===== src/rtl/ilv_pkg.sv =====
// Shared types for the interleaved burst reader.
package ilv_pkg;

    // Phase of the row walker.
    typedef enum logic {
        WALK_IDLE = 1'b0,
        WALK_RUN  = 1'b1
    } walk_state_e;

endpackage


===== src/rtl/ilv_bank.sv =====
// One memory bank: a storage array with a fixed access time.
// A read request latches the addressed word and signals done LATENCY cycles
// after the request edge (done is visible after edge request+LATENCY-1).
// Assumes the requester never issues while a read is still pending, except
// in the very cycle the pending read completes. Storage has no reset.
module ilv_bank #(
    parameter int ROW_BITS = 4,
    parameter int DATA_W   = 8,
    parameter int LATENCY  = 3
) (
    input  logic                clk,
    input  logic                rst_n,
    input  logic                wr_en,
    input  logic [ROW_BITS-1:0] wr_row,
    input  logic [DATA_W-1:0]   wr_data,
    input  logic                rd_issue,
    input  logic [ROW_BITS-1:0] rd_row,
    output logic [DATA_W-1:0]   rd_data,
    output logic                rd_done
);
    localparam int DEPTH = 1 << ROW_BITS;
    localparam int CNT_W = (LATENCY > 1) ? $clog2(LATENCY + 1) : 1;

    logic [DATA_W-1:0] mem [DEPTH];
    logic [DATA_W-1:0] data_q;
    logic [CNT_W-1:0]  cnt_q;
    logic              pending_q;

    // Store one word from the write port.
    always_ff @(posedge clk) begin
        if (wr_en) begin
            mem[wr_row] <= wr_data;
        end
    end

    // Latch the requested word and count down the access time.
    always_ff @(posedge clk) begin
        if (!rst_n) begin
            data_q    <= '0;
            cnt_q     <= '0;
            pending_q <= 1'b0;
        end else if (rd_issue) begin
            data_q    <= mem[rd_row];
            cnt_q     <= CNT_W'(LATENCY - 1);
            pending_q <= 1'b1;
        end else begin
            if (rd_done) begin
                pending_q <= 1'b0;
            end
            if (cnt_q != '0) begin
                cnt_q <= cnt_q - CNT_W'(1);
            end
        end
    end

    assign rd_done = pending_q && (cnt_q == '0);
    assign rd_data = data_q;

    // a request only arrives when the bank is free or just finishing.
    p_issue_ready_r8: assert property (@(posedge clk) disable iff (!rst_n)
        rd_issue |-> (!pending_q || rd_done));

    // a completed read reports done for one cycle only.
    p_done_once_r3: assert property (@(posedge clk) disable iff (!rst_n)
        (rd_done && !rd_issue) |=> !rd_done);

endmodule


===== src/rtl/ilv_walker.sv =====
// Burst sequencer. Walks word slots one per cycle, starting at bank 0 of the
// row holding the start address. Requests a row from all banks at every bank-0
// slot and tags the slots that carry burst words (lower banks of the first row
// are skipped). Tags are delayed LATENCY+1 cycles so each one reaches the
// output stage one edge after its row lands in the holding registers.
// Assumes burst_len is stable while start is high.
module ilv_walker
    import ilv_pkg::*;
#(
    parameter int BANK_BITS = 2,
    parameter int ROW_BITS  = 4,
    parameter int LEN_W     = 8,
    parameter int LATENCY   = 3
) (
    input  logic                          clk,
    input  logic                          rst_n,
    input  logic                          start,
    input  logic [BANK_BITS+ROW_BITS-1:0] start_addr,
    input  logic [LEN_W-1:0]              burst_len,
    output logic                          issue,
    output logic [ROW_BITS-1:0]           issue_row,
    output logic                          emit_valid,
    output logic [BANK_BITS-1:0]          emit_bank
);
    localparam int ADDR_W = BANK_BITS + ROW_BITS;
    localparam int STAGES = LATENCY + 1;
    localparam logic [BANK_BITS-1:0] LAST_BANK = BANK_BITS'((1 << BANK_BITS) - 1);

    walk_state_e          state_q;
    logic [BANK_BITS-1:0] bank_q;
    logic [ROW_BITS-1:0]  row_q;
    logic [BANK_BITS-1:0] skip_q;
    logic [LEN_W-1:0]     rem_q;
    logic                 tag_valid;
    logic [LEN_W-1:0]     rem_next;
    logic                 run;

    logic                 dly_v [STAGES];
    logic [BANK_BITS-1:0] dly_b [STAGES];

    assign run       = (state_q == WALK_RUN);
    assign tag_valid = run && (skip_q == '0) && (rem_q != '0);
    assign rem_next  = rem_q - LEN_W'(tag_valid);
    assign issue     = run && (bank_q == '0);
    assign issue_row = row_q;

    // Accept a burst when idle and advance one slot per cycle while running.
    always_ff @(posedge clk) begin
        if (!rst_n) begin
            state_q <= WALK_IDLE;
            bank_q  <= '0;
            row_q   <= '0;
            skip_q  <= '0;
            rem_q   <= '0;
        end else if (!run) begin
            if (start && (burst_len != '0)) begin
                state_q <= WALK_RUN;
                bank_q  <= '0;
                row_q   <= start_addr[ADDR_W-1:BANK_BITS];
                skip_q  <= start_addr[BANK_BITS-1:0];
                rem_q   <= burst_len;
            end
        end else begin
            bank_q <= bank_q + BANK_BITS'(1);
            rem_q  <= rem_next;
            if (skip_q != '0) begin
                skip_q <= skip_q - BANK_BITS'(1);
            end
            if (bank_q == LAST_BANK) begin
                row_q <= row_q + ROW_BITS'(1);
                if (rem_next == '0) begin
                    state_q <= WALK_IDLE;
                end
            end
        end
    end

    // Delay line carrying slot tags towards the output stage.
    for (genvar s = 0; s < STAGES; s++) begin : g_dly
        always_ff @(posedge clk) begin
            if (!rst_n) begin
                dly_v[s] <= 1'b0;
                dly_b[s] <= '0;
            end else if (s == 0) begin
                dly_v[s] <= tag_valid;
                dly_b[s] <= bank_q;
            end else begin
                dly_v[s] <= dly_v[(s == 0) ? 0 : s - 1];
                dly_b[s] <= dly_b[(s == 0) ? 0 : s - 1];
            end
        end
    end

    assign emit_valid = dly_v[STAGES-1];
    assign emit_bank  = dly_b[STAGES-1];

    // once running, the walker finishes the whole row before going idle.
    p_run_whole_row_r5: assert property (@(posedge clk) disable iff (!rst_n)
        (run && (bank_q != LAST_BANK)) |=> (state_q == WALK_RUN));

    // leaving the top bank with words still due moves to the next row.
    p_row_step_r2: assert property (@(posedge clk) disable iff (!rst_n)
        (run && (bank_q == LAST_BANK) && (rem_next != '0))
        |=> (row_q == ROW_BITS'($past(row_q) + ROW_BITS'(1))));

endmodule


===== src/rtl/ilv_burst_reader.sv =====
// Top of the low-order interleaved burst read memory. Instantiates one bank
// per low-address value, fans a shared row address out to all of them, loads
// every bank result into its own holding register in the same cycle, and
// drains those registers through a registered output, one word per cycle.
// Assumes no write targets a row while that row's read is in flight.
module ilv_burst_reader #(
    parameter int BANK_BITS = 2,
    parameter int ROW_BITS  = 4,
    parameter int DATA_W    = 8,
    parameter int LEN_W     = 8,
    parameter int LATENCY   = 3
) (
    input  logic                          clk,
    input  logic                          rst_n,
    input  logic                          wr_en,
    input  logic [BANK_BITS+ROW_BITS-1:0] wr_addr,
    input  logic [DATA_W-1:0]             wr_data,
    input  logic                          start,
    input  logic [BANK_BITS+ROW_BITS-1:0] start_addr,
    input  logic [LEN_W-1:0]              burst_len,
    output logic                          rd_valid,
    output logic [DATA_W-1:0]             rd_data
);
    localparam int ADDR_W = BANK_BITS + ROW_BITS;
    localparam int BANKS  = 1 << BANK_BITS;

    // the banks must cover the access time to keep one word per cycle.
    if (BANKS < LATENCY) begin : g_bank_check
        $error("ilv_burst_reader: bank count below bank latency");
    end

    logic                              issue;
    logic [ROW_BITS-1:0]               issue_row;
    logic                              emit_valid;
    logic [BANK_BITS-1:0]              emit_bank;
    logic [BANKS-1:0][DATA_W-1:0]      bank_data;
    logic [BANKS-1:0]                  bank_done;
    logic [BANKS-1:0][DATA_W-1:0]      hold_q;

    ilv_walker #(
        .BANK_BITS (BANK_BITS),
        .ROW_BITS  (ROW_BITS),
        .LEN_W     (LEN_W),
        .LATENCY   (LATENCY)
    ) u_walker (
        .clk        (clk),
        .rst_n      (rst_n),
        .start      (start),
        .start_addr (start_addr),
        .burst_len  (burst_len),
        .issue      (issue),
        .issue_row  (issue_row),
        .emit_valid (emit_valid),
        .emit_bank  (emit_bank)
    );

    for (genvar g = 0; g < BANKS; g++) begin : g_bank
        logic sel_wr;
        assign sel_wr = wr_en && (wr_addr[BANK_BITS-1:0] == BANK_BITS'(g));

        ilv_bank #(
            .ROW_BITS (ROW_BITS),
            .DATA_W   (DATA_W),
            .LATENCY  (LATENCY)
        ) u_bank (
            .clk      (clk),
            .rst_n    (rst_n),
            .wr_en    (sel_wr),
            .wr_row   (wr_addr[ADDR_W-1:BANK_BITS]),
            .wr_data  (wr_data),
            .rd_issue (issue),
            .rd_row   (issue_row),
            .rd_data  (bank_data[g]),
            .rd_done  (bank_done[g])
        );
    end

    // Capture each finished bank word into its holding register.
    always_ff @(posedge clk) begin
        if (!rst_n) begin
            hold_q <= '0;
        end else begin
            for (int i = 0; i < BANKS; i++) begin
                if (bank_done[i]) begin
                    hold_q[i] <= bank_data[i];
                end
            end
        end
    end

    // Drain one holding register per cycle onto the output.
    always_ff @(posedge clk) begin
        if (!rst_n) begin
            rd_valid <= 1'b0;
            rd_data  <= '0;
        end else begin
            rd_valid <= emit_valid;
            if (emit_valid) begin
                rd_data <= hold_q[emit_bank];
            end
        end
    end

    // a reset cycle leaves the output idle.
    p_reset_quiet_r7: assert property (@(posedge clk)
        !rst_n |=> !rd_valid);

    // all banks finish a shared row fetch in the same cycle.
    p_banks_lockstep_r8: assert property (@(posedge clk) disable iff (!rst_n)
        (bank_done == '0) || (bank_done == '1));

endmodule


===== config.mk =====
export PLATFORM = sky130hd
export DESIGN_NAME = ilv_burst_reader
export DESIGN_NICKNAME = d
export VERILOG_FILES = /design/src/rtl/ilv_pkg.sv /design/src/rtl/ilv_bank.sv /design/src/rtl/ilv_walker.sv /design/src/rtl/ilv_burst_reader.sv
export SDC_FILE = /design/constraint.sdc
export NUM_CORES = 1
export LEC_CHECK = 0
export ABC_AREA = 1
export BUFFER_PORTS_ARGS = -buffer_cell sky130_fd_sc_hd__buf_4
export CAP_MARGIN = 30
export CORE_MARGIN = 1.5
export CORE_UTILIZATION = 50
export CTS_BUF_LIST = sky130_fd_sc_hd__clkbuf_16
export DETAILED_ROUTE_END_ITERATION = 6
export GPL_TIMING_DRIVEN = 0
export PLACE_DENSITY = 0.68
export SYNTH_ARGS = -nofsm -noshare
export SYNTH_HDL_FRONTEND = slang
export SYNTH_HIERARCHICAL = 1
export SYNTH_SLANG_ARGS = --single-unit

===== constraint.sdc =====
create_clock -name clk -period 1.73 [get_ports clk]
set_clock_uncertainty 0.05 [all_clocks]
set_input_delay 0.0865 -clock clk [delete_from_list [all_inputs] [get_ports clk]]
set_output_delay 0.0865 -clock clk [all_outputs]
set_load 0.05 [all_outputs]

# [Word level (Yosys, flattened, before mapping)]
# Memories as Yosys holds them, arrays and structs flattened. A register that Yosys moved wholly into a read port is not among the register bits.
# Cells that the tools add are included.
[word_totals] regBits=70 word_cells=146 mem_count=6 latch_bits=0 out_inout_bits=9 romBits=0 ramBits=524 in_bits=32
[op_classes] div_mod_pow=0 n_shift=0 order_cmp=1 n_bitwise=9 mux=50 mul=0 addsub=8 eq_ne=6 n_reduce_logical=43
[mem_list] name="g_bank[0].u_bank.mem" words=16 word_bits=8 rd=1 rd_clocked_by_memory_dff=1 wr=1 line="ilv_bank.sv:24" source="logic [DATA_W-1:0] mem [DEPTH];"
[mem_list] name="g_bank[1].u_bank.mem" words=16 word_bits=8 rd=1 rd_clocked_by_memory_dff=1 wr=1 line="ilv_bank.sv:24"
[mem_list] name="g_bank[2].u_bank.mem" words=16 word_bits=8 rd=1 rd_clocked_by_memory_dff=1 wr=1 line="ilv_bank.sv:24"
[mem_list] name="g_bank[3].u_bank.mem" words=16 word_bits=8 rd=1 rd_clocked_by_memory_dff=1 wr=1 line="ilv_bank.sv:24"
[mem_list] name="u_walker.dly_b" words=4 word_bits=2 rd=4 rd_clocked_by_memory_dff=0 wr=4 line="ilv_walker.sv:39" source="logic [BANK_BITS-1:0] dly_b [STAGES];"
[mem_list] name="u_walker.dly_v" words=4 word_bits=1 rd=4 rd_clocked_by_memory_dff=0 wr=4 line="ilv_walker.sv:38" source="logic dly_v [STAGES];"
[op_table] operator="two-way mux 2 bit" n=17
[op_table] operator="nonzero test 2 bit" n=14
[op_table] operator="two-way mux 1 bit" n=26
[op_table] operator="two-way mux 8 bit" n=3
[op_table] operator="binary-select mux 8 bit (select 2 bit)" n=1
[op_table] operator="nonzero test 8 bit" n=2
[op_table] operator="zero test 2 bit" n=7
[op_table] operator="logical AND 1 bit" n=12
[op_table] operator="two-way mux 4 bit" n=3
[op_table] operator="subtractor 2 x 1 -> 2 bit (second input constant)" n=5
[op_table] operator="zero test 8 bit" n=1
[op_table] operator="bitwise OR 1 bit" n=8
[op_table] operator="subtractor 8 x 1 -> 8 bit" n=1
[op_table] operator="equality test 2 bit (second input constant)" n=3
[op_table] operator="adder 4 x 1 -> 4 bit (second input constant)" n=1
[op_table] operator="zero test 1 bit" n=4
[op_table] operator="!= test 2 bit (second input constant)" n=2
[op_table] operator="AND reduction 2 bit" n=2
[op_table] operator="< comparator 2 x 3 -> 1 bit (second input constant)" n=1
[op_table] operator="adder 2 x 1 -> 2 bit (second input constant)" n=1
[op_table] operator="equality test 2 x 1 -> 1 bit (second input constant)" n=1
[op_table] operator="OR reduction 2 bit" n=1
[op_table] operator="inverter 1 bit" n=1

# [Depth between registers and ports, before layout]
[logic_depth] ltp_word=8 ltp_mapped=15 ltp_nobuf=15

# [Cells and area by module]
# Netlist, hierarchy kept.
[modules_own_cells] mod="ilv_bank at g_bank[0].u_bank ..." area_per_inst_um2=5677.9 instances=2 cells_each=501 seq_area_each_um2=4063.9
[modules_own_cells] mod="ilv_bank at g_bank[2].u_bank ..." area_per_inst_um2=5675.4 instances=2 cells_each=503 seq_area_each_um2=4063.9
[modules_own_cells] mod="ilv_burst_reader" area_per_inst_um2=1696.6 instances=1 cells_each=233 seq_area_each_um2=820.8
[modules_own_cells] mod="ilv_walker" area_per_inst_um2=1587.8 instances=1 cells_each=241 seq_area_each_um2=580.6

# [Worst setup path before layout]
# No wires, ideal clock.
[synth_path] path_kind="register to register" from="register u_walker.rem_q[2]" to="register u_walker.state_q, in the netlist u_walker/run" t_required_ns=1.571 period_less_slack_ns=1.862 path_slack_ns=-0.132 n_path_buf=0 stages_incl_launch_ff=16 setup_time_ns=0.109 t_arrival_ns=1.703 path_cell_list="dfxtp_1 -> nor2_2 -> nand3_1 -> nor2_1 -> nor2_1 -> ha_1 -> ha_1 -> nand2_1 -> inv_1 -> nand2_1 -> nor2_1 -> nand3_1 -> nor2_1 -> nand3_1 -> nand2_1 -> inv_1"
[synth_between] elab_chain_len=7
[synth_lines] element="from (decl)" line="ilv_walker.sv:33" source="logic [LEN_W-1:0] rem_q;"
[synth_lines] element="from (signal assigned)" line="ilv_walker.sv:61" source="rem_q <= burst_len;"
[synth_lines] element="from (signal assigned)" line="ilv_walker.sv:65" source="rem_q <= rem_next;"
[synth_lines] element="nonzero test 8 bit" line="ilv_walker.sv:42" source="assign tag_valid = run && (skip_q == '0) && (rem_q != '0);"
[synth_lines] element="logical AND 1 bit" line="ilv_walker.sv:42"
[synth_lines] element="subtractor 8 x 1 -> 8 bit (*)" line="ilv_walker.sv:43" source="assign rem_next = rem_q - LEN_W'(tag_valid);"
[synth_lines] element="zero test 8 bit (*)" line="ilv_walker.sv:71" source="if (rem_next == '0) begin"
[synth_lines] element="two-way mux 1 bit (*)" line="ilv_walker.sv:71"
[synth_lines] element="two-way mux 1 bit (*)" line="ilv_walker.sv:69" source="if (bank_q == LAST_BANK) begin"
[synth_lines] element="two-way mux 1 bit (*)" line="ilv_walker.sv:55" source="end else if (!run) begin"
[synth_lines] element="to (signal assigned)" line="ilv_walker.sv:50" source="state_q <= WALK_IDLE;"
[synth_lines] element="to (signal assigned)" line="ilv_walker.sv:57" source="state_q <= WALK_RUN;"
[synth_lines] element="to (signal assigned)" line="ilv_walker.sv:72" source="state_q <= WALK_IDLE;"
[synth_lines] element="to (decl)" line="ilv_walker.sv:29" source="walk_state_e state_q;"
# Every way passes the cells marked *; elsewhere a longest branch is shown, timed or not.
# A chain may end at the register's enable or synchronous reset.

# [Final worst setup path]
[layout_path] from="register u_walker.rem_q[3]" to="register u_walker.state_q, in the netlist u_walker/run"
# Same word-level chain as after synthesis.

==> run metrics <==
status=complete, but fails checks; failing checks=negative setup slack; NumNets Final=2,659; Std-Cell Rows=83; register area share after synthesis=67.9%; # IOs=41; Post-DRT Antenna Nets=0; Slew Limit Fails=0; Setup crit start kind=flop; vias in the first global route=17,800; reg2reg end=u_walker/run$_SDFF_PN0_; met3 GRT Util=3.38%; drt pass-1 iters=6; most frequent cells in the layout=797 x nand2_1, 512 x edfxtp_1, 464 x nand3_1, 220 x nor2_1, 108 x inv_1; H-tree Lvls=3; gpl congestion=0.873; worst r2r src=u_walker/rem_q[3]$_SDFFE_PN0P_; worst-path maximum fanout=2; flop2flop setup slack=-0.24 ns; first-pass GRT wire length=98.2 mm; Syn Std Cell Area=0.0260 sq mm; hold crit path type=in2reg; largest cells by area after synthesis=edfxtp_1 59%, nand2_1 12%, nand3_1 9.0%; busiest layer in global routing=met2; IO buf count=40; vias=18,300; M2 GR Usage=38.3%; leakage power=11.6 nW; core area=0.0513 sq mm; register clock-pin slew on the reported worst setup and hold paths=0.06 ns; cells after synthesis=2,482; CTS tree=built; cell count of the worst hold path=1; Post-Place Cell Area=0.0272 sq mm; worst r2r path cells=15; TNS Setup=-3.41 ns; die extent in y=231 um; Post-Route WL=63.1 mm; final setup violating endpoints=34; register bit count reported by yosys=626; Area Growth Syn to Fin=14.2%; WS Path Type=reg2reg; 1st-iter DRT viols=1,870; Cell variety after synth=36; P per Cell Area=1130 mW/mm^2; Final period util=114%; Max Fclk=507 MHz; initial antenna violation count=2; Warnings, synthesis=6; Critical Path End Type=flop; largest net degree at the start of global routing=65; RSZ-0062 raised after global routing=true; per-cell routed wire length=18.8 um; Initial Util=50.7%; clk_lat worst skew=0.59 ns; Worst Max-Slew Pin Slew=0.915 ns; cell taking the most area after synthesis=edfxtp_1; GRT Total Usage=24.0%; Die ar.=0.0534 sq mm; Hold Startpoint=wr_data[6]; Critical Path RT=2.16 ns; Hold EP=g_bank[0].u_bank/mem[1][6]$_DFFE_PP_; drt drc=0; DP HPWL=39.4 mm; Worst EP arrival=2.40 ns; setup ws final=-0.242 ns; Final Total Pwr=33.6 mW; share of layout cells above drive strength 1=12.6%; root buf cell=clkbuf_16; syn_nets=2,521; commonest non-fill, non-tap cell in the layout=nand2_1; die width=231 um; CTS Buf Count=67; Fin. Hold Viols=0; hold slack=0.0682 ns; max_cap viols=0; Max IR drop VDD=800 uV; fin area=0.0297 sq mm; drt via density=5.46; clk sink count=626; Clock Path Buffers=3; total gr overflow=0; minimum clock period=1.97 ns; Post-Syn Area per Cell=10.5 sq um; top cell type's share of synthesized area=59.2%; Slew headroom=39.0%; met1 Use GR=34.0%; Layout Utilization=57.9%
cell type report:
| type | count | area [sq um] |
|---|---|---|
| diodes | 1 | 2.50 |
| plain buffers | 117 | 920 |
| clock buffers | 69 | 1730 |
| clock inverters | 48 | 350 |
| fillers | 4272 | 21600 |
| inverters | 118 | 453 |
| multi-input cells | 1619 | 7130 |
| flip-flops and latches | 626 | 17700 |
| well taps | 680 | 851 |
| repair buffers | 71 | 581 |
registers in the layout, indices dropped and copies added (netlist names), 8 cells and up:
name / count
g_bank.u_bank/mem: 512
rd_data: 8
g_bank.u_bank/cnt_q: 8
u_walker/dly_b: 8
hold_q: 32
g_bank.u_bank/rd_data: 32
u_walker/rem_q: 8
routing by layer:
layer	share of wire, %	vias to the layer above
met5	0	-
met4	2.1	0
met3	7.3	104
met2	46	704
met1	44	8780
li1	-	8709
worst max-delay path: stages, from the launching register on:
cell     delay, ns
dfxtp_4       0.35
nor2_4        0.12
nand3_2       0.09
nor2_4        0.14
nor2_4        0.05
ha_4          0.16
ha_4          0.25
nand2_1       0.04
inv_1         0.04
nand2_1       0.05
nor2_1        0.10
nand3_1       0.07
nor2_1        0.13
nand3_1       0.11
nand2_1       0.07
inv_1         0.04
power breakdown:
group / leakage (nW) / internal [mW] / switching [mW] / total (mW)
clock: 1.08 / 7.95 / 5.59 / 13.5
combinational: 4.96 / 1.07 / 2.22 / 3.29
sequential: 5.54 / 16.6 / 0.183 / 16.7
worst max-delay path by stage:
stage                                            start                                        to  slack, ns  cells past startpoint
global route            u_walker/rem_q[3]$_SDFFE_PN0P_                   u_walker/run$_SDFF_PN0_      -0.31                     15
finish                  u_walker/rem_q[3]$_SDFFE_PN0P_                   u_walker/run$_SDFF_PN0_      -0.24                     15
CTS                     u_walker/rem_q[2]$_SDFFE_PN0P_                   u_walker/run$_SDFF_PN0_      -0.24                     15
detailed placement  u_walker/issue_row[0]$_SDFFE_PN0P_  g_bank[1].u_bank/rd_data[1]$_SDFFE_PN0P_      -0.65                     10
global placement                            wr_addr[0]      g_bank[1].u_bank/mem[2][5]$_DFFE_PP_      -0.90                      5
floorplan               u_walker/rem_q[5]$_SDFFE_PN0P_                   u_walker/run$_SDFF_PN0_      -0.07                     15
Yosys cell counts (all sizes together):
cell type,n
nand2,811
edfxtp,512
nand3,468
nor2,226
dfxtp,114
inv,113
buf,108
o21ai,55
a21oi,21
clkbuf,11
nor3,9
ha,7
nand3b,6
nand4,6
clkinv,5
nor3b,2
nor4,2
o31ai,2
a21o,1
a31oi,1
and2,1
or2,1
repair_timing:
item / CTS / global route
hold endpoints to repair: 57 / 0
buffers inserted: 10 / 3
cloned: 0 / 0
endpoints found under the setup margin: 53 / 76
pin swaps: 15 / 10
resized for setup: 33 / 31
hold buffers: 16 / 0
kinds of logic (layout without fill, tap and decap cells):
kind of cell / after synthesis / in the layout / share of synthesized area [%]
and+or+nand+nor: 1532 / 1532 / 24.8
buffers and inverters: 237 / 423 / 5.24
AOI/OAI and AO/OA: 80 / 80 / 1.73
adders and majority gates: 7 / 7 / 0.337
other: 0 / 1 / 0
DFF: 626 / 626 / 67.9
per-stage QoR:
step | setup WS [ns] | std cells
finish | -0.242 | 3349
global route | -0.311 | 3349
CTS | -0.245 | 3345
detailed placement | -0.652 | 3204
global placement | -0.899 | 3202
floorplan | -0.0654 | 2482
Note: power is estimated with default switching activity, not from simulation.
